<file path="src/rtl/arb_pkg.sv">
package arb_pkg;

  typedef enum logic [2:0] {
    ST_CPU     = 3'd0,
    ST_GRANT   = 3'd1,
    ST_ACKD    = 3'd2,
    ST_EXT     = 3'd3,
    ST_RDLY    = 3'd4,
    ST_REGRANT = 3'd5
  } arb_state_t;

  function automatic logic grant_out(arb_state_t s);
    return (s == ST_GRANT) || (s == ST_ACKD) || (s == ST_REGRANT);
  endfunction

endpackage

</file>
<file path="src/rtl/arb_sync.sv">
module arb_sync #(
  parameter int          W      = 2,
  parameter int          STAGES = 2,
  parameter logic [W-1:0] RST   = '1
) (
  input  logic         clk,
  input  logic         rst_n,
  input  logic [W-1:0] d,
  output logic [W-1:0] q
);

  for (genvar b = 0; b < W; b++) begin : g_bit
    logic [STAGES-1:0] sh;
    always_ff @(posedge clk or negedge rst_n) begin
      if (!rst_n) sh <= {STAGES{RST[b]}};
      else        sh <= {sh[STAGES-2:0], d[b]};
    end
    assign q[b] = sh[STAGES-1];
  end

endmodule

</file>
<file path="src/rtl/arb_timer.sv">
module arb_timer #(
  parameter int CW = 2
) (
  input  logic          clk,
  input  logic          rst_n,
  input  logic          load,
  input  logic [CW-1:0] load_val,
  output logic          done
);

  logic [CW-1:0] cnt;

  always_ff @(posedge clk or negedge rst_n) begin
    if (!rst_n)         cnt <= '0;
    else if (load)      cnt <= load_val;
    else if (cnt != '0) cnt <= cnt - 1'b1;
  end

  assign done = (cnt == '0);

  AST_TIMER_PARKS: assert property (@(posedge clk) disable iff (!rst_n)
    (done && !load) |=> done);

endmodule

</file>
<file path="src/rtl/arb_fsm.sv">
module arb_fsm
  import arb_pkg::*;
#(
  parameter int NEG_DLY = 2,
  parameter int REG_DLY = 2,
  parameter int CW      = 2
) (
  input  logic          clk,
  input  logic          rst_n,
  input  logic          br_s,
  input  logic          ack_s,
  input  logic          cpu_busy,
  input  logic          halt_req,
  input  logic          fault_stop,
  input  logic          tmr_done,
  output logic          tmr_load,
  output logic [CW-1:0] tmr_val,
  output logic          bg_n,
  output logic          cpu_owns
);

  arb_state_t st, nxt;
  logic       may_yield;

  assign may_yield = !cpu_busy || halt_req || fault_stop;

  always_comb begin
    nxt      = st;
    tmr_load = 1'b0;
    tmr_val  = '0;
    unique case (st)
      ST_CPU: begin
        if (br_s && may_yield) nxt = ST_GRANT;
      end
      ST_GRANT: begin
        if (ack_s) begin
          nxt      = ST_ACKD;
          tmr_load = 1'b1;
          tmr_val  = CW'(NEG_DLY - 1);
        end else if (!br_s) begin
          nxt = ST_CPU;
        end
      end
      ST_ACKD: begin
        if (!ack_s) begin
          nxt = br_s ? ST_GRANT : ST_CPU;
        end else if (tmr_done) begin
          if (br_s) begin
            nxt      = ST_RDLY;
            tmr_load = 1'b1;
            tmr_val  = CW'(REG_DLY - 1);
          end else begin
            nxt = ST_EXT;
          end
        end
      end
      ST_EXT: begin
        if (!ack_s) begin
          nxt = br_s ? ST_GRANT : ST_CPU;
        end else if (br_s) begin
          nxt      = ST_RDLY;
          tmr_load = 1'b1;
          tmr_val  = CW'(REG_DLY - 1);
        end
      end
      ST_RDLY: begin
        if (!ack_s)        nxt = br_s ? ST_GRANT : ST_CPU;
        else if (!br_s)    nxt = ST_EXT;
        else if (tmr_done) nxt = ST_REGRANT;
      end
      ST_REGRANT: begin
        if (!ack_s)     nxt = br_s ? ST_GRANT : ST_CPU;
        else if (!br_s) nxt = ST_EXT;
      end
      default: nxt = ST_CPU;
    endcase
  end

  always_ff @(posedge clk or negedge rst_n) begin
    if (!rst_n) begin
      st       <= ST_CPU;
      bg_n     <= 1'b1;
      cpu_owns <= 1'b1;
    end else begin
      st       <= nxt;
      bg_n     <= !grant_out(nxt);
      cpu_owns <= (nxt == ST_CPU);
    end
  end

  AST_SINGLE_OWNER: assert property (@(posedge clk) disable iff (!rst_n)
    !(cpu_owns && !bg_n));

  AST_GRANT_AT_BOUNDARY: assert property (@(posedge clk) disable iff (!rst_n)
    ($fell(bg_n) && $past(cpu_owns)) |-> $past(!cpu_busy || halt_req || fault_stop));

  AST_NEG_CAUSE: assert property (@(posedge clk) disable iff (!rst_n)
    $rose(bg_n) |-> ($past(ack_s) || $past(!br_s)));

  AST_REGRANT_HELD: assert property (@(posedge clk) disable iff (!rst_n)
    ($fell(bg_n) && !$past(cpu_owns)) |-> $past(br_s));

  AST_RETURN_IDLE: assert property (@(posedge clk) disable iff (!rst_n)
    $rose(cpu_owns) |-> ($past(!br_s) && $past(!ack_s)));

  AST_ACK_WINS: assert property (@(posedge clk) disable iff (!rst_n)
    ($past(st == ST_GRANT) && $past(ack_s)) |-> !cpu_owns);

endmodule

</file>
<file path="src/rtl/bus_handoff_arbiter.sv">
module bus_handoff_arbiter #(
  parameter int NEG_DLY     = 2,
  parameter int REG_DLY     = 2,
  parameter int SYNC_STAGES = 2
) (
  input  logic clk,
  input  logic rst_n,
  input  logic br_n,
  input  logic bgack_n,
  input  logic cpu_busy,
  input  logic halt_req,
  input  logic fault_stop,
  output logic bg_n,
  output logic cpu_owns
);

  localparam int MAXD = (NEG_DLY > REG_DLY) ? NEG_DLY : REG_DLY;
  localparam int CW   = (MAXD < 2) ? 1 : $clog2(MAXD);

  logic [1:0]    raw_n, syn_n;
  logic          br_s, ack_s;
  logic          tmr_load, tmr_done;
  logic [CW-1:0] tmr_val;

  assign raw_n = {bgack_n, br_n};

  arb_sync #(.W(2), .STAGES(SYNC_STAGES), .RST(2'b11)) u_sync (
    .clk   (clk),
    .rst_n (rst_n),
    .d     (raw_n),
    .q     (syn_n)
  );

  assign br_s  = !syn_n[0];
  assign ack_s = !syn_n[1];

  arb_timer #(.CW(CW)) u_timer (
    .clk      (clk),
    .rst_n    (rst_n),
    .load     (tmr_load),
    .load_val (tmr_val),
    .done     (tmr_done)
  );

  arb_fsm #(.NEG_DLY(NEG_DLY), .REG_DLY(REG_DLY), .CW(CW)) u_fsm (
    .clk        (clk),
    .rst_n      (rst_n),
    .br_s       (br_s),
    .ack_s      (ack_s),
    .cpu_busy   (cpu_busy),
    .halt_req   (halt_req),
    .fault_stop (fault_stop),
    .tmr_done   (tmr_done),
    .tmr_load   (tmr_load),
    .tmr_val    (tmr_val),
    .bg_n       (bg_n),
    .cpu_owns   (cpu_owns)
  );

endmodule

</file>
<file path="config.mk">
export PLATFORM = sky130hd
export DESIGN_NAME = bus_handoff_arbiter
export DESIGN_NICKNAME = d
export VERILOG_FILES = /design/src/rtl/arb_pkg.sv /design/src/rtl/arb_sync.sv /design/src/rtl/arb_timer.sv /design/src/rtl/arb_fsm.sv /design/src/rtl/bus_handoff_arbiter.sv
export SDC_FILE = /design/constraint.sdc
export NUM_CORES = 1
export LEC_CHECK = 0
export BUFFER_PORTS_ARGS = -buffer_cell sky130_fd_sc_hd__buf_2
export CAP_MARGIN = 20
export CORE_AREA = 2 2 39 41
export DETAILED_ROUTE_END_ITERATION = 8
export DIE_AREA = 0 0 41 43
export HOLD_SLACK_MARGIN = 0.1
export SLEW_MARGIN = 10
export SYNTH_ARGS = -nofsm -noshare
export SYNTH_HDL_FRONTEND = slang
export SYNTH_SLANG_ARGS = --single-unit
</file>
<file path="constraint.sdc">
create_clock -name clk -period 1.5 [get_ports clk]
set_input_delay 0.15 -clock clk [delete_from_list [all_inputs] [get_ports clk]]
set_output_delay 0.15 -clock clk [all_outputs]
set_load 0.05 [all_outputs]
</file>
Word level (Yosys, flattened, before mapping)
Index checks and enable logic that the tools add are counted.
Widths: inputs -> output; s select.
{"block": "classes", "n_eq_ne": 8, "multipliers": 0, "n_reduce_logical": 10, "magnitude_cmp": 0, "n_mux": 23, "addsub": 1, "shift": 0, "bitwise_logic": 0, "n_div": 0}
{"op": "$mux 3", "n": 13}
{"op": "$pmux 3 s6", "n": 1}
{"op": "$eq 3x2->1 const B", "n": 3}
{"op": "$eq 3x3->1 const B", "n": 3}
{"op": "$mux 1", "n": 8}
{"op": "$eq 3x1->1 const B", "n": 2}
{"op": "$logic_not 3->1", "n": 2}
{"op": "$logic_or 1x1->1", "n": 4}
{"op": "$logic_not 1->1", "n": 3}
{"op": "$pmux 1 s3", "n": 1}
{"op": "$logic_and 1x1->1", "n": 1}
{"op": "$sub 1x1->1 const B", "n": 1}
{"block": "totals", "mem_count": 0, "latch_bits": 0, "rom_bits": 0, "regBits": 10, "input_bits": 7, "word_cells": 48, "ramBits": 0}

Longest topological paths before layout
{"block": "depth", "word_depth": 10, "ltp_mapped": 6}

By module
A second synthesis with hierarchy kept.
{"block": "hier_totals", "hier_cells": 44, "area_unflattened_um2": 484.2}
{"mod": "arb_fsm", "n_inst": 1, "seq_area_each_um2": 127.6, "cells_each": 33, "area_each_um2": 321.6}
{"mod": "arb_sync", "n_inst": 1, "seq_area_each_um2": 105.1, "cells_each": 6, "area_each_um2": 120.1}
{"mod": "arb_timer", "n_inst": 1, "seq_area_each_um2": 25.0, "cells_each": 3, "area_each_um2": 35.0}
{"mod": "bus_handoff_arbiter", "n_inst": 1, "seq_area_each_um2": 0.0, "cells_each": 2, "area_each_um2": 7.5}

Worst setup path before layout
No wires, ideal clock.
{"block": "synth_timing", "path_kind": "reg2reg", "from": "register u_sync.g_bit[1].sh[1]", "to": "register u_fsm.bg_n", "period_less_slack_ns": 1.303, "t_arrival_ns": 1.227, "n_path_buf": 0, "path_stages_with_launch": 6, "path_slack_ns": 0.197, "required_time_ns": 1.425, "cell_sequence": "dfstp_2 nor2_1 o21ai_0 nand2_1 a211oi_4 xnor2_1"}
{"block": "synth_via", "elab_chain_len": 6, "word_cells_on_any_way": 12}
{"item": "start, declared", "line": "arb_sync.sv:13", "text": "logic [STAGES-1:0] sh;"}
{"item": "start signal, assigned", "line": "arb_sync.sv:15", "text": "if (!rst_n) sh <= {STAGES{RST[b]}};"}
{"item": "start signal, assigned", "line": "arb_sync.sv:16", "text": "else sh <= {sh[STAGES-2:0], d[b]};"}
{"item": "$mux 3, on equally long branches"}
{"item": "$pmux 3 s6 *", "line": "arb_fsm.sv:31", "text": "unique case (st)"}
{"item": "named net u_fsm.nxt[0]", "line": "arb_fsm.sv:22", "text": "arb_state_t st, nxt;"}
{"item": "$eq 3x1->1 / $eq 3x2->1 (equally long branches)", "line": "arb_pkg.sv:13", "text": "return (s == ST_GRANT) || (s == ST_ACKD) || (s == ST_REGRANT);"}
{"item": "$logic_or 1x1->1", "line": "arb_pkg.sv:13"}
{"item": "$logic_or 1x1->1 *", "line": "arb_pkg.sv:13"}
{"item": "$logic_not 1->1 *", "line": "arb_fsm.sv:86", "text": "bg_n <= !grant_out(nxt);"}
{"item": "end signal, assigned", "line": "arb_fsm.sv:86"}
{"item": "end, declared", "line": "arb_fsm.sv:18", "text": "output logic bg_n,"}
Mark *: on every way through the listed nets, which the timed path passes. The rest lies on a longest branch.

Final worst setup path
{"block": "layout_timing", "from": "register u_fsm.st[0]", "to": "register u_fsm.bg_n"}
{"block": "layout_via", "elab_chain_len": 8, "word_cells_on_any_way": 25}
{"item": "start, declared", "line": "arb_fsm.sv:22"}
{"item": "start signal, assigned", "line": "arb_fsm.sv:85", "text": "st <= nxt;"}
{"item": "$mux 3", "line": "arb_fsm.sv:69", "text": "else if (tmr_done) nxt = ST_REGRANT;"}
{"item": "$mux 3", "line": "arb_fsm.sv:68", "text": "else if (!br_s) nxt = ST_EXT;"}
{"item": "$mux 3", "line": "arb_fsm.sv:67", "text": "if (!ack_s) nxt = br_s ? ST_GRANT : ST_CPU;"}
{"item": "$pmux 3 s6 *", "line": "arb_fsm.sv:31"}
{"item": "named net u_fsm.nxt[0]", "line": "arb_fsm.sv:22"}
{"item": "$eq 3x1->1 / $eq 3x2->1 (equally long branches)", "line": "arb_pkg.sv:13"}
{"item": "$logic_or 1x1->1", "line": "arb_pkg.sv:13"}
{"item": "$logic_or 1x1->1 *", "line": "arb_pkg.sv:13"}
{"item": "$logic_not 1->1 *", "line": "arb_fsm.sv:86"}
Marked as above.

==> impl_metrics.py <==
metrics = {
    "status": {
        "status": "complete, no violations",
    },
    "global_route": {
        "antenna_found_initial": 0,
        "grt_pass1_wl_mm": 1.19,
        "grt_usage_pct": 10.7,
        "grt_max_degree": 11,
        "grt_pass1_vias": 299,
        "grt.overflow.total": 0,
    },
    "cts": {
        "cts_buffers": 3,
        "insertion_delay_ps": 260,
        "post_cts_buffers": 0,
        "htreeDepth": 1,
        "cts_tree": "built",
        "clk_pin_slew_ps": 60,
        "clock_path_buffers": 2,
        "cts.sinks": 10,
        "clockRootBuffer": "clkbuf_4",
    },
    "logic_synthesis": {
        "syn_area_sq_um": 458,
        "synth.ff_latch_count": 10,
        "ys_warn_count": 0,
        "syn_nets": 45,
        "ys_seq_area_share_pct": 56.3,
        "synth_top_area_share_pct": 34.4,
        "syn_inst": 38,
        "yosysTopAreaCell": "dfstp_2",
        "avgSynthCellArea_sq_um": 12.1,
        "synth.area.top_cells": "dfstp_2 34%, dfrtp_1 22%, a211oi_4 4.4%",
        "synthDistinctLibCells": 21,
    },
    "setup_path": {
        "worstSetupStartpointType": "flop",
        "worstRegToRegCells": 5,
        "crit_slowest_cell": "dfrtp_1",
        "worstPathArrival_ps": 1550,
        "r2r_start": "u_fsm.st[0]$_DFF_PN0_",
        "r2r_setup_slack_ps": 140,
        "endpoint_kind": "flop",
        "cpPeakStageDelay_ps": 440,
        "cp.required_ps": 1690,
        "crit_buf_inv": 0,
        "r2r-end": "u_fsm.bg_n$_DFF_PN1_",
        "critical-path-top-delay-family": "flip-flops",
        "path_class": "flop to flop",
        "crit_fanout": 6,
        "path_cells": "nor4b_1, nand2_1, a21oi_2, a211oi_4, xnor2_1",
    },
    "drt": {
        "vias": 319,
        "drt_iter0_drc": 4,
        "drtPass1Iterations": 2,
        "ant_nets": 0,
        "wire_per_inst_um": 10.4,
        "drt_wl_total_um": 727,
        "viasPerCell": 4.56,
        "remaining_drc_errors": 0,
    },
    "floorplan": {
        "io_pins": 9,
        "num_rows": 14,
        "dieWidth_um": 41,
        "floorplan.initialDensity_pct": 33.1,
        "die_h_um": 43,
        "coreArea_sq_um": 1380,
        "die_area_sq_um": 1760,
    },
    "timing": {
        "finalHoldViolations": 0,
        "worst_pin_slew_ps": 328,
        "slew_headroom_pct": 77.6,
        "fin_tns_setup_ps": 0,
        "rsz0062_at_grt": "false",
        "fmax_mhz": 733,
        "period_needed_ps": 1360,
        "period_share_pct": 90.9,
        "slew_violations": 0,
        "setup_viol": 0,
        "fin_skew_ps": 3.15,
    },
    "layout": {
        "nNetsFinal": 62,
        "drive_above_1_share_pct": 48.1,
        "antenna_cells": 0,
        "synthToLayoutAreaGrowth_pct": 27.9,
    },
    "placement": {
        "portBuffers": 8,
        "gp_congestion": 0.755,
        "place_hpwl_um": 551,
    },
    "power_and_ir_drop": {
        "powerDensity_nw_per_um2": 1410,
        "ir_worst_vdd_mv": 0.584,
        "leakage_nw": 0.256,
        "total_power_uw": 824,
    },
    "run": {
        "max_cap_viol_count": 0,
    },
    "min_path": {
        "hp-class": "input pin to asynchronous set/reset pin",
    },
}
[worst reg2reg max path, delay by kind of cell (launching register included)]
family	cells	cell delay [ps]
AOI/OAI and AO/OA	2	260
and+or+nand+nor	2	440
xor gates and xnor gates	1	150
DFF	1	440
[where the power goes]
part / internal (mW) / switching [mW] / total, mW / leakage (nW)
sequential: 0.326 / 0.0337 / 0.360 / 0.115
clock: 0.147 / 0.0840 / 0.231 / 0.0210
combinational: 0.0910 / 0.142 / 0.233 / 0.119
[per-stage QoR]
| step | cell area, sq um | std cells | util, % | hold WS, ps | setup slack (ps) |
|---|---|---|---|---|---|
| after floorplan | 458 | 38 | - | -146 | 197 |
| after global placement | 515 | 63 | 37.3 | 10.5 | 131 |
| after detailed placement | 515 | 63 | 37.3 | 13.5 | 116 |
| after CTS | 582 | 70 | 42.0 | 261 | 90.8 |
| after global routing | 586 | 70 | 42.3 | 298 | 9.68 |
| final | 586 | 70 | 42.3 | 278 | 136 |
[area by class of cell]
type | instances | area, sq um
clock buffer | 4 | 36.3
fill | 143 | 798
inverter | 2 | 7.51
multi-input combinational | 24 | 171
sequential | 10 | 258
tap | 16 | 20.0
timing repair buffer | 14 | 92.6
[state kept, by name (all words and copies together), names as in the netlist]
name / count
u_timer.cnt: 1
u_sync.g_bit.sh: 4
u_fsm.cpu_owns: 1
u_fsm.bg_n: 1
u_fsm.st: 3
[cells in the mapped netlist]
cell type  instances
xor2_1             1
nor4b_1            1
a21oi_1            3
dfrtp_1            4
a211oi_1           1
o21ai_0            2
a2111oi_0          1
a2bb2oi_1          1
buf_2              1
nor2_1             3
a211oi_4           1
buf_12             1
dfstp_2            6
xnor2_1            1
nor3_1             3
nand2_1            3
inv_1              1
mux2i_1            1
inv_2              1
nor2b_2            1
mux2_4             1
[worst max-delay path by stage]
| stage | cells past startpoint | slack (ps) | endpoint | from |
|---|---|---|---|---|
| after global placement | 5 | 130 | u_fsm.cpu_owns$_DFF_PN1_ | u_fsm.st[0]$_DFF_PN0_ |
| after global routing | 5 | 10 | u_fsm.cpu_owns$_DFF_PN1_ | u_fsm.st[0]$_DFF_PN0_ |
| after CTS | 5 | 90 | u_fsm.bg_n$_DFF_PN1_ | u_fsm.st[0]$_DFF_PN0_ |
| after floorplan | 5 | 200 | u_fsm.bg_n$_DFF_PN1_ | u_sync.g_bit[1].sh[1]$_DFF_PN1_ |
| after detailed placement | 5 | 120 | u_fsm.bg_n$_DFF_PN1_ | u_fsm.st[0]$_DFF_PN0_ |
| final | 5 | 140 | u_fsm.bg_n$_DFF_PN1_ | u_fsm.st[0]$_DFF_PN0_ |
[placed cells by master, fill, tap and decap left out]
cell,Yosys,final
buf_2,1,8
dfstp_2,6,6
dfrtp_1,4,4
nor2_1,3,3
nor3_1,3,3
nand2_1,3,3
clkbuf_4,0,3
dlygate4sd3_1,0,3
buf_4,0,3
a21oi_1,3,2
o21ai_0,2,2
nor2b_2,1,1
mux2i_1,1,1
xor2_1,1,1
a2bb2oi_1,1,1
inv_1,1,1
a2111oi_0,1,1
inv_2,1,1
mux2_4,1,1
nor4b_1,1,1
a21oi_2,0,1
a211oi_4,1,1
xnor2_1,1,1
a211oi_1,1,1
clkbuf_8,0,1
[cell families after synthesis]
| kind of cell | synth area share [%] |
|---|---|
| AOI/OAI and AO/OA | 15.3 |
| muxes | 5.46 |
| xor gates and xnor gates | 3.83 |
| buffers and inverters | 7.10 |
| DFF | 56.3 |
| and+or+nand+nor | 12.0 |
[routing by layer]
layer  GRT usage [%]  share of wire [%]  up-vias
met5               0                  0        -
met4            10.0                  0        0
met3            1.57                2.5        0
met2            14.7                 49        5
met1            13.6                 48      152
li1                -                  -      162
[timing repair]
item                                    in CTS  in global routing
hold endpoints to repair                    12                  0
resized for setup                            0                  1
endpoints found under the setup margin       0                  2
hold buffers                                 3                  0
No activity file was read; power rests on OpenSTA's default activity.
